$ cat config.mk
export PLATFORM = sky130hd
export DESIGN_NAME = transition_pulse_encoder
export DESIGN_NICKNAME = d
export VERILOG_FILES = /design/src/rtl/tpe_pkg.sv /design/src/rtl/tpe_sync.sv /design/src/rtl/tpe_refresh_timer.sv /design/src/rtl/tpe_event_unit.sv /design/src/rtl/tpe_pulse_gen.sv /design/src/rtl/transition_pulse_encoder.sv
export SDC_FILE = /design/constraint.sdc
export NUM_CORES = 1
export LEC_CHECK = 0
export ABC_AREA = 1
export BUFFER_PORTS_ARGS = -buffer_cell sky130_fd_sc_hd__buf_2
export CAP_MARGIN = 15
export CORE_MARGIN = 10
export CORE_UTILIZATION = 49
export DETAILED_ROUTE_END_ITERATION = 7
export GPL_ROUTABILITY_DRIVEN = 0
export PLACE_DENSITY = 0.68
export SYNTH_ARGS = -nofsm -noshare
export SYNTH_HDL_FRONTEND = slang
export SYNTH_SLANG_ARGS = --single-unit
export TNS_END_PERCENT = 5
$ cat constraint.sdc
create_clock -name clk_i -period 1.2 [get_ports clk_i]
set_input_delay 0.24 -clock clk_i [delete_from_list [all_inputs] [get_ports clk_i]]
set_output_delay 0.24 -clock clk_i [all_outputs]
set_load 0.02 [all_outputs]
$ cat src/rtl/tpe_pkg.sv
package tpe_pkg;

  typedef enum logic [1:0] {
    EV_NONE     = 2'd0,
    EV_EDGE     = 2'd1,
    EV_ANNOUNCE = 2'd2,
    EV_REFRESH  = 2'd3
  } ev_kind_e;

  typedef struct packed {
    logic     fire;
    logic     pol;
    ev_kind_e kind;
  } ev_t;

endpackage

$ cat src/rtl/tpe_sync.sv
module tpe_sync #(
  parameter int STAGES = 2
) (
  input  logic clk_i,
  input  logic rst_i,
  input  logic d_i,
  output logic q_o
);
  logic [STAGES-1:0] chain_q;

  generate
    if (STAGES == 1) begin : g_single
      always_ff @(posedge clk_i) begin
        if (rst_i) chain_q <= '0;
        else       chain_q <= d_i;
      end
    end else begin : g_multi
      always_ff @(posedge clk_i) begin
        if (rst_i) chain_q <= '0;
        else       chain_q <= {chain_q[STAGES-2:0], d_i};
      end
    end
  endgenerate

  assign q_o = chain_q[STAGES-1];
endmodule

$ cat src/rtl/tpe_refresh_timer.sv
module tpe_refresh_timer #(
  parameter int REFRESH_CYCLES = 250
) (
  input  logic clk_i,
  input  logic rst_i,
  input  logic run_i,
  input  logic restart_i,
  output logic due_o
);
  localparam int CW = (REFRESH_CYCLES > 1) ? $clog2(REFRESH_CYCLES) : 1;
  localparam logic [CW-1:0] LAST = CW'(REFRESH_CYCLES - 1);

  logic [CW-1:0] idle_q;

  always_ff @(posedge clk_i) begin
    if (rst_i || !run_i || restart_i) idle_q <= '0;
    else if (idle_q != LAST)          idle_q <= idle_q + 1'b1;
  end

  assign due_o = run_i && (idle_q == LAST);

  AST_IDLE_BOUND: assert property (@(posedge clk_i) disable iff (rst_i)
    due_o |=> (idle_q == '0) || !$past(run_i)) else $error("idle timer kept counting after due");
endmodule

$ cat src/rtl/tpe_event_unit.sv
module tpe_event_unit
  import tpe_pkg::*;
#(
  parameter int SYNC_STAGES = 2
) (
  input  logic clk_i,
  input  logic rst_i,
  input  logic en_i,
  input  logic lvl_i,
  input  logic due_i,
  output logic warm_o,
  output ev_t  ev_o
);
  localparam int WW = $clog2(SYNC_STAGES + 1);
  localparam logic [WW-1:0] WARM_AT = WW'(SYNC_STAGES);

  logic [WW-1:0] warm_q;
  logic          lvl_q;
  logic          owed_q;
  logic          edge_seen;

  always_ff @(posedge clk_i) begin
    if (rst_i)                 warm_q <= '0;
    else if (warm_q != WARM_AT) warm_q <= warm_q + 1'b1;
  end

  always_ff @(posedge clk_i) begin
    if (rst_i) lvl_q <= 1'b0;
    else       lvl_q <= lvl_i;
  end

  assign warm_o    = (warm_q == WARM_AT);
  assign edge_seen = warm_o && (lvl_i != lvl_q);

  always_comb begin
    ev_o.pol  = lvl_i;
    ev_o.fire = 1'b0;
    ev_o.kind = EV_NONE;
    if (en_i && warm_o) begin
      if (edge_seen) begin
        ev_o.fire = 1'b1;
        ev_o.kind = EV_EDGE;
      end else if (owed_q) begin
        ev_o.fire = 1'b1;
        ev_o.kind = EV_ANNOUNCE;
      end else if (due_i) begin
        ev_o.fire = 1'b1;
        ev_o.kind = EV_REFRESH;
      end
    end
  end

  always_ff @(posedge clk_i) begin
    if (rst_i)          owed_q <= 1'b1;
    else if (!en_i)     owed_q <= 1'b1;
    else if (ev_o.fire) owed_q <= 1'b0;
  end

  AST_ANNOUNCE_ON_WARM: assert property (@(posedge clk_i) disable iff (rst_i)
    ($rose(warm_o) && en_i) |-> ev_o.fire) else $error("no pulse after reset");
  AST_EDGE_WINS: assert property (@(posedge clk_i) disable iff (rst_i)
    (en_i && edge_seen && due_i) |-> (ev_o.kind == EV_EDGE)) else $error("refresh beat edge");
endmodule

$ cat src/rtl/tpe_pulse_gen.sv
module tpe_pulse_gen #(
  parameter int PULSE_CYCLES = 1
) (
  input  logic clk_i,
  input  logic rst_i,
  input  logic load_i,
  input  logic pol_i,
  output logic active_o,
  output logic pol_o
);
  localparam int PW = $clog2(PULSE_CYCLES + 1);
  localparam logic [PW-1:0] LEN = PW'(PULSE_CYCLES);

  logic [PW-1:0] left_q;
  logic          pol_q;

  always_ff @(posedge clk_i) begin
    if (rst_i) begin
      left_q <= '0;
      pol_q  <= 1'b0;
    end else if (load_i) begin
      left_q <= LEN;
      pol_q  <= pol_i;
    end else if (left_q != '0) begin
      left_q <= left_q - 1'b1;
    end
  end

  assign active_o = (left_q != '0);
  assign pol_o    = pol_q;

  AST_PULSE_LEN: assert property (@(posedge clk_i) disable iff (rst_i)
    (left_q <= LEN)) else $error("pulse length overrun");
  AST_POL_HELD: assert property (@(posedge clk_i) disable iff (rst_i)
    (active_o && !load_i) |=> $stable(pol_q)) else $error("polarity changed mid pulse");
endmodule

$ cat src/rtl/transition_pulse_encoder.sv
module transition_pulse_encoder
  import tpe_pkg::*;
#(
  parameter int SYNC_STAGES    = 2,
  parameter int PULSE_CYCLES   = 1,
  parameter int MIN_PW_CYCLES  = 3,
  parameter int REFRESH_CYCLES = 250
) (
  input  logic clk_i,
  input  logic rst_i,
  input  logic en_i,
  input  logic din_i,
  output logic link_set_o,
  output logic link_clr_o
);
  generate
    if (PULSE_CYCLES < 1 || PULSE_CYCLES > MIN_PW_CYCLES ||
        REFRESH_CYCLES <= PULSE_CYCLES || SYNC_STAGES < 1) begin : g_bad_params
      $error("transition_pulse_encoder: inconsistent parameters");
    end
  endgenerate

  logic sync_lvl;
  logic warm;
  logic due;
  logic pg_active;
  logic pg_pol;
  ev_t  ev;

  tpe_sync #(.STAGES(SYNC_STAGES)) u_sync (
    .clk_i (clk_i),
    .rst_i (rst_i),
    .d_i   (din_i),
    .q_o   (sync_lvl)
  );

  tpe_event_unit #(.SYNC_STAGES(SYNC_STAGES)) u_event (
    .clk_i  (clk_i),
    .rst_i  (rst_i),
    .en_i   (en_i),
    .lvl_i  (sync_lvl),
    .due_i  (due),
    .warm_o (warm),
    .ev_o   (ev)
  );

  tpe_refresh_timer #(.REFRESH_CYCLES(REFRESH_CYCLES)) u_timer (
    .clk_i     (clk_i),
    .rst_i     (rst_i),
    .run_i     (en_i && warm),
    .restart_i (ev.fire),
    .due_o     (due)
  );

  tpe_pulse_gen #(.PULSE_CYCLES(PULSE_CYCLES)) u_pulse (
    .clk_i    (clk_i),
    .rst_i    (rst_i),
    .load_i   (ev.fire),
    .pol_i    (ev.pol),
    .active_o (pg_active),
    .pol_o    (pg_pol)
  );

  assign link_set_o = en_i && pg_active && pg_pol;
  assign link_clr_o = en_i && pg_active && !pg_pol;

  AST_EXCLUSIVE: assert property (@(posedge clk_i) disable iff (rst_i)
    !(link_set_o && link_clr_o)) else $error("both outputs high");
  AST_RISE_TO_SET: assert property (@(posedge clk_i) disable iff (rst_i)
    (ev.fire && ev.pol) |=> (pg_active && pg_pol)) else $error("high event lost");
  AST_FALL_TO_CLR: assert property (@(posedge clk_i) disable iff (rst_i)
    (ev.fire && !ev.pol) |=> (pg_active && !pg_pol)) else $error("low event lost");
  AST_REFRESH_SENT: assert property (@(posedge clk_i) disable iff (rst_i)
    (due && en_i) |-> ev.fire) else $error("refresh not sent");
  AST_QUIET_OFF: assert property (@(posedge clk_i) disable iff (rst_i)
    !en_i |-> !ev.fire) else $error("event while disabled");
endmodule

==> flow_summary.ini, run 1 <==
[outcome]
status = completed

[layout]
area_growth_pct = 21.6
final_common_cell = inv_1
mostFrequentLayoutCells = 18 x inv_1, 15 x nor2_1, 13 x dfxtp_1
multi_input_area_um2 = 368
antenna_cells = 0
finalCoreUtilization_pct = 64.5
fill_cells = 127
regArea_um2 = 327
drive_gt1_share_pct = 28.8
finalNetCount = 113

[setup_path]
crit_slowest_cell = dfxtp_2
rrSetupSlack_ps = 0.7
path_depth = 9
crit_buf_inv = 1
crit_path_start_kind = flop
reg2reg_from = u_timer.idle_q[1]
cp.arrival_ps = 1410
worstSetupPathType = flop to flop
required_ps = 1410
critPathCaptureType = flop
worst_path_largest_cell_delay_ps = 360
critPathMaxFanout = 8
crit_family = simple AND/OR/NAND/NOR gates
reg2reg_depth = 9
rr_endpoint = u_timer.idle_q[2]
worstPathCellList = inv_2 -> ha_4 -> nand2_2 -> nor2_4 -> nand2_4 -> nand3_4 -> nand2_2 -> nand3_4 -> nor2_4

[pwr]
total_power_mw = 1.07
combPwrFrac_pct = 19.9
powerDensity_nw_per_um2 = 1250
p_int_mw = 0.787
power_frac_seq_pct = 55.7
swShare_pct = 26.7
peakVddDrop_mv = 1.08
leakage_nw = 0.360
power.switching_mw = 0.287
p_clk_share_pct = 24.4

[detailed_routing]
routed_via_density = 4.71
drtIter0Drc = 7
num_vias = 560
drt_first_pass_iters = 4
drtAntennaViolNets = 0
drcViolationCount = 0
post_drt_wl_per_cell_um = 9.29
wl_um = 1110

[timing]
fmax_mhz = 834
finalHoldViolations = 0
worst_pin_slew_ps = 339
fin_crit_sh_pct = 99.9
drv_slew = 0
relSlewSlack_pct = 77.1
clock_skew_ps = 4.22
rsz0062_at_grt = yes
final-setup-viol-count = 0
min_period_ps = 1200

[die]
dieWidth_um = 58.0
rows = 13
placeableCoreArea_um2 = 1330
die_area_um2 = 3370
start_util_pct = 53.1
pin_count = 6
die_h_um = 58.0

[clock_network]
cts-hold-fix-buffers = 0
cts_buffer_depth = 2
root_buffer = clkbuf_4
h-tree-depth = 1
cts_tree = done
path_clk_slew_ps = 80
insertion_delay_ps = 270
cts_sinks = 16
numCtsBuffers = 3

[logic_synthesis]
syn_area_per_cell_um2 = 7.61
ys_ff_latch = 16
synth_cells = 93
ys_warn_count = 0
syn-cell-area_um2 = 708
synth_seq_area_share_pct = 45.2
ys_types = 15
syn_nets = 100

[run]
maxCapViolCount = 0

[global_route]
use_met3_pct = 1.96
grt_max_degree = 9
use_met1_pct = 9.36
grt_pass1_vias = 542
met2_usage_pct = 12.1
grt-busiest-layer = met2
grt_antenna_before_repair = 0
grtUsageTotal_pct = 7.71
grt-ovfl-total = 0
grt_pass1_wl_um = 2140

[min_path]
holdPathStages = 3
holdPathEnd = u_sync.chain_q[0]
hold_class = input port to flop
min_from = din_i

[place]
place_hpwl_um = 881
io_buffers = 5
[cells in the mapped netlist]
library cell  instances  area share, %
a21oi_1               4            2.8
dfxtp_1              16             45
ha_1                  3            5.3
inv_1                20             11
nand2_1              13            6.9
nand2_2               2            1.8
nand3_1               4            2.8
nand3_2               1            1.4
nand3_4               1            2.5
nor2_1               18            9.5
nor2_2                2            1.8
o211ai_1              1            1.1
o21ai_0               3            2.1
xnor2_1               3            3.7
xor2_1                2            2.5
[worst max-delay path by stage]
stage	startpoint	endpoint	slack (ps)
2_1_floorplan	u_timer.idle_q[0]	u_timer.idle_q[2]	60
3_3_place_gp	u_timer.idle_q[1]	u_timer.idle_q[5]	-3
3_5_place_dp	u_timer.idle_q[1]	u_timer.idle_q[2]	-70
4_1_cts	u_timer.idle_q[1]	u_timer.idle_q[2]	-20
5_1_grt	u_timer.idle_q[0]	u_timer.idle_q[7]	-100
6_report	u_timer.idle_q[1]	u_timer.idle_q[2]	0.7
[metal layers]
| metal | share of wire (%) | up-vias |
|---|---|---|
| met5 | 0 | - |
| met4 | 1.9 | 0 |
| met3 | 2.9 | 5 |
| met2 | 46 | 10 |
| met1 | 49 | 241 |
| li1 | - | 304 |
[per-stage QoR]
stage          TNS (ps)  cells  instance area [um^2]  hold slack, ps  worst slack, ps
2_1_floorplan         0     93                   708             311             63.0
3_3_place_gp      -6.98    115                   767             393            -3.33
3_5_place_dp       -444    115                   767             397            -66.9
4_1_cts           -60.2    119                   837             164            -21.7
5_1_grt            -708    119                   861             184             -104
6_report              0    119                   861             166            0.713
[tightest hold or removal path, delay by kind of cell]
kind                   cells  cell delay (ps)
buffers and inverters      2              100
and+or+nand+nor            1               60
[flip-flops by register name, summed over array words and instances, names as in the netlist]
name              flops
u_event.lvl_q         1
u_event.owed_q        1
u_event.warm_q        2
u_pulse.active_o      1
u_pulse.pol_o         1
u_sync.chain_q        2
u_timer.idle_q        8
[kinds of logic after synthesis]
family                   after synthesis  synth area share [%]
AND/OR/NAND/NOR                       41                  26.7
buffers and inverters                 20                  10.6
flip-flops                            16                  45.2
AO/OA/AOI/OAI                          8                  6.01
XOR/XNOR                               5                  6.18
adder cells (fa/ha/maj)                3                  5.30
[area by class of cell]
type | count | share of cell area (%)
Inverter | 20 | 8.72
Clock buffer | 3 | 2.62
Multi-Input combinational cell | 57 | 42.7
Timing Repair Buffer | 8 | 5.81
Sequential cell | 16 | 37.9
Tap cell | 15 | 2.18
[power by group through the flow]
stage / sequential (mW) / clock (mW) / combinational, mW
finish: 0.598 / 0.262 / 0.214
global route: 0.604 / 0.285 / 0.257
CTS: 0.597 / 0.273 / 0.216
detailed placement: 0.608 / 0 / 0.198
global placement: 0.607 / 0 / 0.192
floorplan: 0.604 / 0 / 0.146
[what timing repair did]
item | in CTS | in global routing
setup endpoints to repair | 9 | 11
gates resized for setup | 12 | 8
setup buffers | 1 | 0
pin swaps | 2 | 1
cloned | 0 | 0
No activity file was read; power rests on OpenSTA's default activity.
==> inputs of run 2 (changes only) <==
--- a/config.mk
+++ b/config.mk
@@ -12,6 +12,7 @@
 export CORE_UTILIZATION = 49
 export DETAILED_ROUTE_END_ITERATION = 7
 export GPL_ROUTABILITY_DRIVEN = 0
+export GPL_TIMING_DRIVEN = 0
 export PLACE_DENSITY = 0.68
 export SYNTH_ARGS = -nofsm -noshare
 export SYNTH_HDL_FRONTEND = slang
==> run 2 against run 1 <==
Net effect:
- the run now ends with setup timing left
- largest cell class unchanged
- clock-buffer cell count rose by 1
- worst setup slack got worse by 39 ps
- combinational power rose by 9.3%
- largest power group unchanged
==> flow_summary.ini, run 2 (synthesis results as in run 1) <==
[timing]
fin_crit_sh_pct = 103
final-setup-viol-count = 7
drv_slew = 0
rsz0062_at_grt = yes
worst_pin_slew_ps = 270
finalHoldViolations = 0
clock_skew_ps = 1.94
setup-tns-final_ps = -98.1
relSlewSlack_pct = 82.0
fmax_mhz = 808
min_period_ps = 1240
hold_slack_ps = 161
postLayoutSetupSlackWorst_ps = -37.9

[setup_path]
crit_family = flip-flops
worst_path_largest_cell_delay_ps = 350
crit_path_start_kind = flop
critPathMaxFanout = 2
crit_buf_inv = 2
worstPathCellList = buf_4 -> ha_2 -> nand2_1 -> inv_2 -> nand2_4 -> nor2_4 -> xor2_1 -> nor2_2
critPathCaptureType = flop
rrSetupSlack_ps = -40
required_ps = 1380
worstSetupPathType = flop to flop
cp.arrival_ps = 1420
crit_slowest_cell = dfxtp_2

[die]
dieWidth_um = 58.0
rows = 13
start_util_pct = 53.1
pin_count = 6
die_h_um = 58.0
placeableCoreArea_um2 = 1330
die_area_um2 = 3370

[layout]
antenna_cells = 0
final_common_cell = inv_1
mostFrequentLayoutCells = 16 x inv_1, 13 x dfxtp_1, 11 x nand2_1
drive_gt1_share_pct = 36.8
stdcell_count = 121
area_growth_pct = 30.6
largest_register_ffs = 8
finalNetCount = 114
top_regs = u_timer.idle_q (8), u_event.warm_q (2), u_sync.chain_q (2)
fill_cells = 116
top_register = u_timer.idle_q

[clock_network]
path_clk_slew_ps = 90
cts-hold-fix-buffers = 0
root_buffer = clkbuf_4
cts_tree = done
cts_sinks = 16
insertion_delay_ps = 280
cts_buffer_depth = 2
h-tree-depth = 1
numCtsBuffers = 3

[detailed_routing]
num_vias = 559
drtAntennaViolNets = 0
drt-met1-wl_um = 575
wl_um = 1200
routed_via_density = 4.62
drcViolationCount = 0
top_layer = met4
wl_met3_um = 25
drtIter0Drc = 6
drt_first_pass_iters = 4
met2WireLength_um = 585
post_drt_wl_per_cell_um = 9.93

[pwr]
powerDensity_nw_per_um2 = 1290
leakage_nw = 0.402
peakVddDrop_mv = 1.01
total_power_mw = 1.19

[place]
dp_cells = 113
io_buffers = 5
place_hpwl_um = 871

[global_route]
grtUsageTotal_pct = 7.52
grt_pass1_vias = 521
grt-ovfl-total = 0
grt_max_degree = 10
grt_antenna_before_repair = 0
grt_pass1_wl_um = 2080

[outcome]
violations = setup timing
status = finished, violations left

[min_path]
hold_class = input port to flop

[run]
maxCapViolCount = 0
[run 2: final cells by class]
cell class                 instances  area, um^2  share of cell area (%)
tap                               15        18.8                    2.03
clock buffer                       4        36.3                    3.92
timing repair buffer               9        60.1                    6.50
inverter                          20        75.1                    8.12
sequential                        16         327                    35.3
multi-input combinational         57         408                    44.1
[run 2: worst paths after layout]
path | start | end | cells after the start
hold reg to reg | u_sync.chain_q[0] | u_sync.chain_q[1] | 2
setup reg to reg | u_timer.idle_q[1] | u_timer.idle_q[6] | 8
hold / removal | din_i | u_sync.chain_q[0] | 3
setup / recovery | u_timer.idle_q[1] | u_timer.idle_q[6] | 8
[run 2: through the flow]
| step | utilization (%) | worst slack (ps) | instance area, um^2 |
|---|---|---|---|
| after detailed placement | 56.4 | -102 | 752 |
| after CTS | 62.9 | -30.3 | 838 |
| after floorplan | - | 63.0 | 708 |
| final | 69.3 | -37.9 | 925 |
| after global routing | 69.3 | -116 | 925 |
| after global placement | 56.4 | -60.8 | 752 |
[run 2: report_power, final]
group | leakage, nW | internal [mW] | total [mW] | switching, mW
combinational | 0.249 | 0.106 | 0.234 | 0.129
clock | 0.0210 | 0.184 | 0.350 | 0.165
sequential | 0.132 | 0.577 | 0.607 | 0.0297
total | 0.402 | 0.867 | 1.19 | 0.324
[run 2: timing repair]
action	4_1_cts	5_1_grt
resized for setup	11	22
pin swaps	6	7
buffers inserted	3	1
gates cloned	0	0
endpoints found under the setup margin	9	11
[run 2: metal layers]
layer	vias to the layer above	GRT usage [%]
met5	-	0
met1	246	8.23
met4	0	3.02
met2	5	12.4
li1	306	-
met3	2	3.27
[run 2: tightest hold or removal path, stage by stage]
cell    delay [ps]
buf_2           90
inv_1           40
nor2_1          30
==> inputs of run 3 (changes only) <==
--- a/config.mk
+++ b/config.mk
@@ -8,12 +8,12 @@
 export ABC_AREA = 1
 export BUFFER_PORTS_ARGS = -buffer_cell sky130_fd_sc_hd__buf_2
 export CAP_MARGIN = 15
-export CORE_MARGIN = 10
-export CORE_UTILIZATION = 49
+export CORE_AREA = 10 10 47 49
 export DETAILED_ROUTE_END_ITERATION = 7
+export DIE_AREA = 0 0 57 59
 export GPL_ROUTABILITY_DRIVEN = 0
 export GPL_TIMING_DRIVEN = 0
-export PLACE_DENSITY = 0.68
+export PLACE_DENSITY = 0.7
 export SYNTH_ARGS = -nofsm -noshare
 export SYNTH_HDL_FRONTEND = slang
 export SYNTH_SLANG_ARGS = --single-unit
==> constraint.sdc (replaced) <==
create_clock -name clk_i -period 1.5 [get_ports clk_i]
set_input_delay 0.3 -clock clk_i [delete_from_list [all_inputs] [get_ports clk_i]]
set_output_delay 0.3 -clock clk_i [all_outputs]
set_load 0.02 [all_outputs]
==> run 3 against run 2 <==
Net effect:
- the flow now finishes without violations
- first-iteration DRC count is 50% lower
- fmax is 4.0% lower
- wire length is 9.7% lower
- final cell count is 3.3% lower
- critical endpoint is now u_timer.idle_q[0]
- highest routed layer unchanged
==> flow_summary.ini, run 3 (synthesis results as in run 1) <==
[clock_network]
cts_sinks = 16
numCtsBuffers = 3
h-tree-depth = 1
path_clk_slew_ps = 80
cts_tree = done
insertion_delay_ps = 280
cts_buffer_depth = 2
ctsResizeCount = 0
cts-hold-fix-buffers = 0
root_buffer = clkbuf_4
post_cts_buffers = 0

[timing]
fin_crit_sh_pct = 85.9
finalHoldViolations = 0
drv_slew = 0
worst_pin_slew_ps = 213
fmax_mhz = 776
clock_skew_ps = 7.03
relSlewSlack_pct = 85.8
final-setup-viol-count = 0
hold_slack_ps = 215
min_period_ps = 1290
rsz0062_at_grt = no
setup-tns-final_ps = 0

[setup_path]
critPathMaxFanout = 8
rr_endpoint = u_timer.idle_q[0]
crit_path_start_kind = flop
rrSetupSlack_ps = 210
reg2reg_depth = 8
required_ps = 1680
cp.arrival_ps = 1470
critPathCaptureType = flop
worstSetupPathType = flop to flop
reg2reg_from = u_timer.idle_q[0]

[global_route]
use_met1_pct = 7.14
grt-ovfl-total = 0
grt_antenna_before_repair = 0
grt_pass1_wl_um = 1880
grt_pass1_vias = 475
met2_usage_pct = 11.5
grtUsageTotal_pct = 6.96
use_met3_pct = 1.93
grt-busiest-layer = met2
grt_max_degree = 9

[detailed_routing]
drtIter0Drc = 3
post_drt_wl_per_cell_um = 9.26
drtAntennaViolNets = 0
num_vias = 535
routed_via_density = 4.57
wl_um = 1080
drcViolationCount = 0
drt_first_pass_iters = 4

[pwr]
power_frac_seq_pct = 56.7
leakage_nw = 0.329
peakVddDrop_mv = 0.589
powerDensity_nw_per_um2 = 1080
p_clk_share_pct = 26.4
p_int_mw = 0.608
combPwrFrac_pct = 16.9
swShare_pct = 27.6
power.switching_mw = 0.232

[layout]
area_growth_pct = 9.54
multi_input_area_um2 = 313
top_regs = u_timer.idle_q (8), u_event.warm_q (2), u_sync.chain_q (2)
finalCoreUtilization_pct = 55.4
final_common_cell = inv_1
finalNetCount = 110
top_register = u_timer.idle_q
drive_gt1_share_pct = 13.9
largest_register_ffs = 8
mostFrequentLayoutCells = 20 x inv_1, 18 x nor2_1, 16 x dfxtp_1
regArea_um2 = 320
fill_cells = 138
antenna_cells = 0

[place]
place_hpwl_um = 808
io_buffers = 5

[outcome]
status = completed

[die]
start_util_pct = 50.5
dieWidth_um = 57
pin_count = 6
rows = 14
placeableCoreArea_um2 = 1400
die_area_um2 = 3360
die_h_um = 59

[run]
maxCapViolCount = 0

[min_path]
hold_class = input port to flop
holdPathStages = 3
holdPathEnd = u_sync.chain_q[0]
min_from = din_i
run 3: changes by cell type in the layout (fill, tap and decap cells not counted), moves of 3 or more:
cell,before,now
inv_1,16,20
nor2_4,3,0
buf_4,6,0
nor2_2,7,2
nand2_4,4,0
nor2_1,10,18
dfxtp_1,13,16
inv_2,4,0
ha_1,0,3
run 3: metal layers:
| metal | share of wire (%) | up-vias |
|---|---|---|
| met5 | 0 | - |
| met2 | 47 | 7 |
| met1 | 47 | 230 |
| li1 | - | 294 |
| met3 | 2.7 | 4 |
| met4 | 3.5 | 0 |
run 3: area by class of cell:
cell class,instances,share of cell area (%)
flip-flops and latches,16,41.3
clock buffers,3,2.90
well taps,16,2.58
inverters,20,9.68
multi-input cells,57,40.3
repair buffers,5,3.23
run 3: worst max-delay path, stage by stage (launching register included):
cell,delay (ps)
dfxtp_1,390
ha_1,170
nand2_1,60
nor2_2,140
nand2_2,90
nand3_2,110
nand2_2,70
nand3_4,110
nor2_1,60
run 3: stage by stage:
step	total power, mW	std cells	instance area, um^2	setup slack, ps
floorplan	0.600	93	708	363
global placement	0.624	114	753	261
CTS	0.847	117	776	204
global route	0.889	117	776	87.1
finish	0.840	117	776	211
detailed placement	0.628	114	753	222
run 3: how the worst max path moves through the flow:
stage	slack [ps]	endpoint	cells past startpoint	start
final	210	u_timer.idle_q[0]	8	u_timer.idle_q[0]
after global placement	260	u_timer.idle_q[0]	8	u_timer.idle_q[0]
after CTS	200	u_timer.idle_q[0]	9	u_timer.idle_q[1]
after detailed placement	220	u_timer.idle_q[0]	8	u_timer.idle_q[0]
after floorplan	360	u_timer.idle_q[2]	8	u_timer.idle_q[0]
after global routing	90	u_timer.idle_q[3]	9	u_timer.idle_q[1]
run 3: power groups by stage:
stage | clock network (mW) | registers (mW) | logic [mW]
floorplan | 0 | 0.483 | 0.117
global placement | 0 | 0.486 | 0.139
detailed placement | 0 | 0.486 | 0.142
CTS | 0.225 | 0.477 | 0.144
global route | 0.246 | 0.480 | 0.163
finish | 0.221 | 0.476 | 0.142
